[src/rtl/pmov_pkg.sv]
package pmov_pkg;
  typedef enum logic [1:0] {
    ST_IDLE = 2'd0,
    ST_RUN  = 2'd1,
    ST_FIN  = 2'd2
  } seq_state_e;
endpackage

[src/rtl/pmov_walker.sv]
// One operand pointer: base register, vector tag, mask and element index.
module pmov_walker #(
  parameter int AW    = 5,
  parameter int MAXVL = 8,
  parameter int VLW   = 4
) (
  input  logic             clk,
  input  logic             rst_n,
  input  logic             load,
  input  logic [AW-1:0]    base_in,
  input  logic             vec_in,
  input  logic             msk_en_in,
  input  logic [MAXVL-1:0] msk_in,
  input  logic             run,
  input  logic             fire,
  input  logic [VLW-1:0]   vl,
  output logic [AW-1:0]    addr,
  output logic             rdy,
  output logic             is_vec,
  output logic             last
);
  localparam int SW = AW + VLW;

  logic [AW-1:0]    base_q;
  logic             vec_q, men_q;
  logic [MAXVL-1:0] msk_q, msk_sh;
  logic [VLW-1:0]   idx_q, idx_d, idx_nx;
  logic [SW-1:0]    sum;
  logic             step;

  always_comb begin
    msk_sh = msk_q >> idx_q;
    rdy    = !vec_q || !men_q || msk_sh[0];
    step   = run && vec_q && (fire || !rdy);
    idx_nx = idx_q + VLW'(1);
    last   = step && (idx_nx >= vl);
    sum    = SW'(base_q) + SW'(idx_q);
    addr   = vec_q ? sum[AW-1:0] : base_q;
    is_vec = vec_q;
    idx_d  = idx_q;
    if (load)      idx_d = '0;
    else if (step) idx_d = idx_nx;
  end

  always_ff @(posedge clk or negedge rst_n) begin
    if (!rst_n) begin
      base_q <= '0;
      vec_q  <= 1'b0;
      men_q  <= 1'b0;
      msk_q  <= '0;
    end else if (load) begin
      base_q <= base_in;
      vec_q  <= vec_in;
      men_q  <= msk_en_in;
      msk_q  <= msk_in;
    end
  end

  always_ff @(posedge clk or negedge rst_n) begin
    if (!rst_n) idx_q <= '0;
    else        idx_q <= idx_d;
  end


  idx_range_chk: assert property (@(posedge clk) disable iff (!rst_n)
    (run && vec_q) |-> (idx_q < vl));
endmodule

[src/rtl/pmov_ctrl.sv]
// Sequencing FSM: accepts start, paces elements, raises done.
module pmov_ctrl
  import pmov_pkg::*;
#(
  parameter int MAXVL = 8,
  parameter int VLW   = 4
) (
  input  logic           clk,
  input  logic           rst_n,
  input  logic           start,
  input  logic [VLW-1:0] vlen,
  input  logic           s_rdy,
  input  logic           d_rdy,
  input  logic           s_last,
  input  logic           d_last,
  input  logic           d_vec,
  output logic           load,
  output logic           run,
  output logic           fire,
  output logic [VLW-1:0] vl_q,
  output logic           busy_o,
  output logic           done_o
);
  seq_state_e     st_q, st_d;
  logic [VLW-1:0] vl_eff;
  logic           finish;

  always_comb begin
    vl_eff = (vlen > VLW'(MAXVL)) ? VLW'(MAXVL) : vlen;
    load   = (st_q == ST_IDLE) && start;
    run    = (st_q == ST_RUN);
    fire   = run && s_rdy && d_rdy;
    finish = s_last || d_last || (fire && !d_vec);
    st_d   = st_q;
    case (st_q)
      ST_IDLE: if (start) st_d = (vl_eff == '0) ? ST_FIN : ST_RUN;
      ST_RUN:  if (finish) st_d = ST_FIN;
      default: st_d = ST_IDLE;
    endcase
    busy_o = run;
    done_o = (st_q == ST_FIN);
  end

  always_ff @(posedge clk or negedge rst_n) begin
    if (!rst_n) st_q <= ST_IDLE;
    else        st_q <= st_d;
  end

  always_ff @(posedge clk or negedge rst_n) begin
    if (!rst_n)    vl_q <= '0;
    else if (load) vl_q <= vl_eff;
  end


  done_pulse_chk: assert property (@(posedge clk) disable iff (!rst_n)
    done_o |=> !done_o);

  vl_zero_chk: assert property (@(posedge clk) disable iff (!rst_n)
    (start && st_q == ST_IDLE && vlen == '0) |=> (done_o && !busy_o));

  start_busy_chk: assert property (@(posedge clk) disable iff (!rst_n)
    (busy_o && start) |=> $stable(vl_q));

  scalar_end_chk: assert property (@(posedge clk) disable iff (!rst_n)
    (fire && !d_vec) |=> !busy_o);
endmodule

[src/rtl/pmov_seq.sv]
module pmov_seq #(
  parameter int XLEN  = 32,
  parameter int NREG  = 32,
  parameter int MAXVL = 8,
  localparam int AW   = $clog2(NREG),
  localparam int VLW  = $clog2(MAXVL + 1)
) (
  input  logic             clk,
  input  logic             rst_n,
  input  logic             start,
  input  logic [VLW-1:0]   vlen,
  input  logic [AW-1:0]    src_reg,
  input  logic             src_is_vec,
  input  logic             src_mask_en,
  input  logic [MAXVL-1:0] src_mask,
  input  logic [AW-1:0]    dst_reg,
  input  logic             dst_is_vec,
  input  logic             dst_mask_en,
  input  logic [MAXVL-1:0] dst_mask,
  output logic             busy,
  output logic             done,
  output logic [AW-1:0]    rd_addr,
  input  logic [XLEN-1:0]  rd_data,
  output logic             wr_en,
  output logic [AW-1:0]    wr_addr,
  output logic [XLEN-1:0]  wr_data
);
  logic           load, run, fire;
  logic [VLW-1:0] vl_q;
  logic           s_rdy, d_rdy, s_last, d_last, s_vec, d_vec;
  logic [AW-1:0]  s_addr, d_addr;

  pmov_ctrl #(.MAXVL(MAXVL), .VLW(VLW)) ctrl_i (
    .clk(clk), .rst_n(rst_n), .start(start), .vlen(vlen),
    .s_rdy(s_rdy), .d_rdy(d_rdy), .s_last(s_last), .d_last(d_last),
    .d_vec(d_vec), .load(load), .run(run), .fire(fire), .vl_q(vl_q),
    .busy_o(busy), .done_o(done)
  );

  pmov_walker #(.AW(AW), .MAXVL(MAXVL), .VLW(VLW)) src_w (
    .clk(clk), .rst_n(rst_n), .load(load), .base_in(src_reg),
    .vec_in(src_is_vec), .msk_en_in(src_mask_en), .msk_in(src_mask),
    .run(run), .fire(fire), .vl(vl_q), .addr(s_addr), .rdy(s_rdy),
    .is_vec(s_vec), .last(s_last)
  );

  pmov_walker #(.AW(AW), .MAXVL(MAXVL), .VLW(VLW)) dst_w (
    .clk(clk), .rst_n(rst_n), .load(load), .base_in(dst_reg),
    .vec_in(dst_is_vec), .msk_en_in(dst_mask_en), .msk_in(dst_mask),
    .run(run), .fire(fire), .vl(vl_q), .addr(d_addr), .rdy(d_rdy),
    .is_vec(d_vec), .last(d_last)
  );

  always_comb begin
    rd_addr = s_addr;
    wr_en   = fire;
    wr_addr = d_addr;
    wr_data = rd_data;
  end
endmodule

[config.mk]
export PLATFORM = sky130hd
export DESIGN_NAME = pmov_seq
export DESIGN_NICKNAME = d
export VERILOG_FILES = /design/src/rtl/pmov_pkg.sv /design/src/rtl/pmov_walker.sv /design/src/rtl/pmov_ctrl.sv /design/src/rtl/pmov_seq.sv
export SDC_FILE = /design/constraint.sdc
export NUM_CORES = 1
export LEC_CHECK = 0
export BUFFER_PORTS_ARGS = -buffer_cell sky130_fd_sc_hd__buf_4
export CORE_UTILIZATION = 39
export CTS_BUF_LIST = sky130_fd_sc_hd__clkbuf_8
export CTS_CLUSTER_DIAMETER = 30
export DETAILED_ROUTE_END_ITERATION = 10
export PLACE_DENSITY = 0.71
export SYNTH_ARGS = -nofsm -noshare
export SYNTH_HDL_FRONTEND = slang
export SYNTH_HIERARCHICAL = 1
export SYNTH_SLANG_ARGS = --single-unit
export TNS_END_PERCENT = 1
[constraint.sdc]
create_clock -name clk -period 2.8 [get_ports clk]
set_clock_uncertainty 0.2 [all_clocks]
set_input_delay 0 -clock clk [delete_from_list [all_inputs] [get_ports clk]]
set_output_delay 0 -clock clk [all_outputs]
set_load 0.05 [all_outputs]
==> results.sh <==
export IMPL_row_count=31
export IMPL_vias_per_cell=4.710
export IMPL_synthArstFlopShare=1.000
export IMPL_syn_area_sq_um=2942
export IMPL_peakVddDrop_mv=0.3968
export IMPL_finalSetupTns_ps=0
export IMPL_yosys_cell_types_count=34
export IMPL_overflow=0
export IMPL_status="completed"
export IMPL_holdCritPathClass="primary input to async pin"
export IMPL_n_antenna_cell=0
export IMPL_rsz0062_at_grt="no"
export IMPL_path_class="flip-flop to flip-flop"
export IMPL_synth_compound_area_frac=0.1004
export IMPL_netlist_instances=264
export IMPL_seq_area_frac_synth=0.3743
export IMPL_clkLatencyLatePin_ps=290
export IMPL_crit_path_start_kind="flip-flop"
export IMPL_wl_microns=5646
export IMPL_worstMarginPinSlew_ps=558.3
export IMPL_critical_path_slowest_cell="dfrtp_2"
export IMPL_grt_pass1_wl_microns=8949
export IMPL_grt_pass1_vias=1983
export IMPL_ioPinCount=114
export IMPL_dp_hpwl_microns=3735
export IMPL_grtUsageTotal=0.1474
export IMPL_cp_required_ps=2800
export IMPL_port_buffers=49
export IMPL_grt_max_degree=45
export IMPL_crit_arrival_ps=2590
export IMPL_vias=2124
export IMPL_fin_nets=440
export IMPL_synth_net_count=353
export IMPL_drc=0
export IMPL_synth_seq_cells=44
export IMPL_htree_levels=2
export IMPL_antenna_found_initial=0
export IMPL_synth_edf_count=0
export IMPL_maxSlewViolCount=0
export IMPL_critical_path_max_stage_delay_ps=510
export IMPL_setup_viol=0
export IMPL_period_minus_slack_ps=2596
export IMPL_cp_max_fo=9
export IMPL_path_cells="mux2i_1 -> a221oi_2 -> a21o_1 -> and3_2 -> o211ai_1 -> a31oi_4 -> nor2b_1 -> nor2_1 -> a311oi_1"
export IMPL_synth_avg_cell_area_sq_um=11.14
export IMPL_fp_coreArea_sq_um=7253
export IMPL_dieArea_sq_um=7893
export IMPL_synthSimpleGateAreaFrac=0.09060
export IMPL_area_growth_pct=34.54
export IMPL_synthAdderAreaFrac=0.09017
export IMPL_ant_nets=0
export IMPL_fin_util=0.5456
export IMPL_layout_common_cells="dlygate4sd3_1, buf_4, dfrtp_1"
export IMPL_die_w_microns=88.85
export IMPL_tritoncts="built"
export IMPL_final_hold_violation_count=0
export IMPL_synth_warning_count=6
export IMPL_muxShareOfSynthArea=0.1863
export IMPL_synth_top_family_by_area="multiplexers"
export IMPL_max_freq_mhz=385.2
export IMPL_power_density_nw_per_um2=970.0
export IMPL_die_y_microns=88.85
export IMPL_max_clock_path_buffers=2
export IMPL_place_gp_congestion=0.7594
export IMPL_drtIter0Drc=66
export IMPL_first_pass_iters=4
export IMPL_drive_gt1_frac=0.3210
export IMPL_numCtsBuffers=5
export IMPL_slew_headroom=0.6278
export IMPL_synth_xor_area_share=0.03573
export IMPL_end_kind="flip-flop"
export IMPL_clk_pin_slew_ps=90
export IMPL_mostFrequentLayoutCell="dlygate4sd3_1"
export IMPL_ys_flop_type="dfrtp_1"
export IMPL_postCtsSetupBuffers=0
export IMPL_initial_core_util=0.4056
export IMPL_cts_num_sinks=44
export IMPL_wire_per_inst_microns=12.52
export IMPL_p_leak_nw=1.782
export IMPL_cts_root_buf="clkbuf_8"
export IMPL_period_share=0.9271
export IMPL_timing_max_cap_violations=0
synth_stat cells, types with 2 or more instances:
cell type / number / area share
a22oi_2: 2 / 0.0085
nor2_1: 10 / 0.013
o21a_1: 2 / 0.0051
a221oi_2: 2 / 0.010
a21oi_1: 7 / 0.012
xnor2_1: 10 / 0.030
nand2b_1: 5 / 0.011
clkbuf_1: 6 / 0.0077
dfrtp_1: 44 / 0.37
and2_1: 2 / 0.0043
buf_4: 33 / 0.084
fa_1: 2 / 0.014
mux2_2: 34 / 0.13
and2b_2: 2 / 0.0060
xor2_1: 2 / 0.0060
a21o_1: 8 / 0.020
mux2_4: 3 / 0.015
inv_1: 15 / 0.019
o211ai_1: 2 / 0.0051
nand2_1: 9 / 0.011
a21bo_2: 2 / 0.0068
o21ai_0: 7 / 0.012
buf_6: 3 / 0.011
ha_1: 18 / 0.077
nor2b_4: 2 / 0.0094
mux2i_1: 12 / 0.041
nand3b_1: 3 / 0.0077
a31oi_4: 2 / 0.014
nor2b_1: 10 / 0.021
flip-flops by register name, indices dropped and copies added, names as in the netlist:
signal / cells
dst_w/msk_q: 8
src_w/msk_q: 8
dst_w/base_q: 5
src_w/base_q: 5
ctrl_i/vl_q: 4
dst_w/idx_q: 4
src_w/idx_q: 4
ctrl_i/st_q: 2
dst_w/is_vec: 1
dst_w/men_q: 1
src_w/is_vec: 1
src_w/men_q: 1
kinds of logic (layout without fill, tap and decap cells):
logic type	after synthesis	after routing
buffers and inverters	57	145
muxes	49	49
and+or+nand+nor	46	46
DFF	44	44
AOI/OAI and AO/OA	36	36
adders and majority gates	20	20
xor gates and xnor gates	12	12
repair_timing:
action / in CTS / in global routing
endpoints found under the setup margin: 0 / 4
hold buffers: 68 / 0
resized for setup: 0 / 1
endpoints found under the hold margin: 112 / 0
critical path: cells and delay by family, from the launching register on:
family / cells / cell delay [ps]
and+or+nand+nor: 3 / 480
DFF: 1 / 510
AOI/OAI and AO/OA: 5 / 1140
muxes: 1 / 170
stage by stage:
step / power [mW] / cells / area, sq um / hold WS (ps) / worst slack [ps]
after floorplan: 2.840 / 264 / 2943 / -495.6 / 48.75
after global routing: 4.108 / 451 / 3958 / 86.38 / 34.17
after detailed placement: 3.223 / 375 / 3168 / -199.7 / 156.3
after global placement: 3.177 / 375 / 3168 / -199.7 / 239.6
final: 3.839 / 451 / 3958 / 43.80 / 204.1
after CTS: 3.881 / 451 / 3956 / 46.63 / 118.2
per-layer routing:
layer	GRT usage	vias up	wire length, microns
li1	-	1044	-
met5	0	-	0
met2	0.2455	80	2637
met3	0.02892	9	295
met4	0.04839	0	85
met1	0.1923	991	2628
path summary, 6_finish.rpt:
path	startpoint	end	slack (ps)	cells past startpoint
hold / removal	rst_n	ctrl_i/vl_q[2]$_DFFE_PN0P_	40	2
max in group asynchronous	rst_n	src_w/idx_q[0]$_DFFE_PN0P_	1960	2
min in group clk	src_reg[1]	src_w/base_q[1]$_DFFE_PN0P_	260	4
hold reg to reg	ctrl_i/st_q[1]$_DFFE_PN0P_	ctrl_i/st_q[1]$_DFFE_PN0P_	280	1
setup reg to reg	src_w/idx_q[0]$_DFFE_PN0P_	ctrl_i/st_q[1]$_DFFE_PN0P_	200	9
setup / recovery	src_w/idx_q[0]$_DFFE_PN0P_	ctrl_i/st_q[1]$_DFFE_PN0P_	200	9
final cells by class:
cell class,instances,area [sq um]
Clock buffer,5,68.82
Clock inverter,3,38.79
Fill cell,627,3296
Inverter,15,56.30
Multi-Input combinational cell,163,1481
Sequential cell,44,1102
Tap cell,99,123.9
Timing Repair Buffer,122,1086
report_power, final:
part | internal, mW | leakage [nW] | switching (mW)
combinational | 0.988 | 1.18 | 1.21
clock | 0.261 | 0.0593 | 0.212
sequential | 0.915 | 0.538 | 0.252
Power figures use the tool's default switching activity.
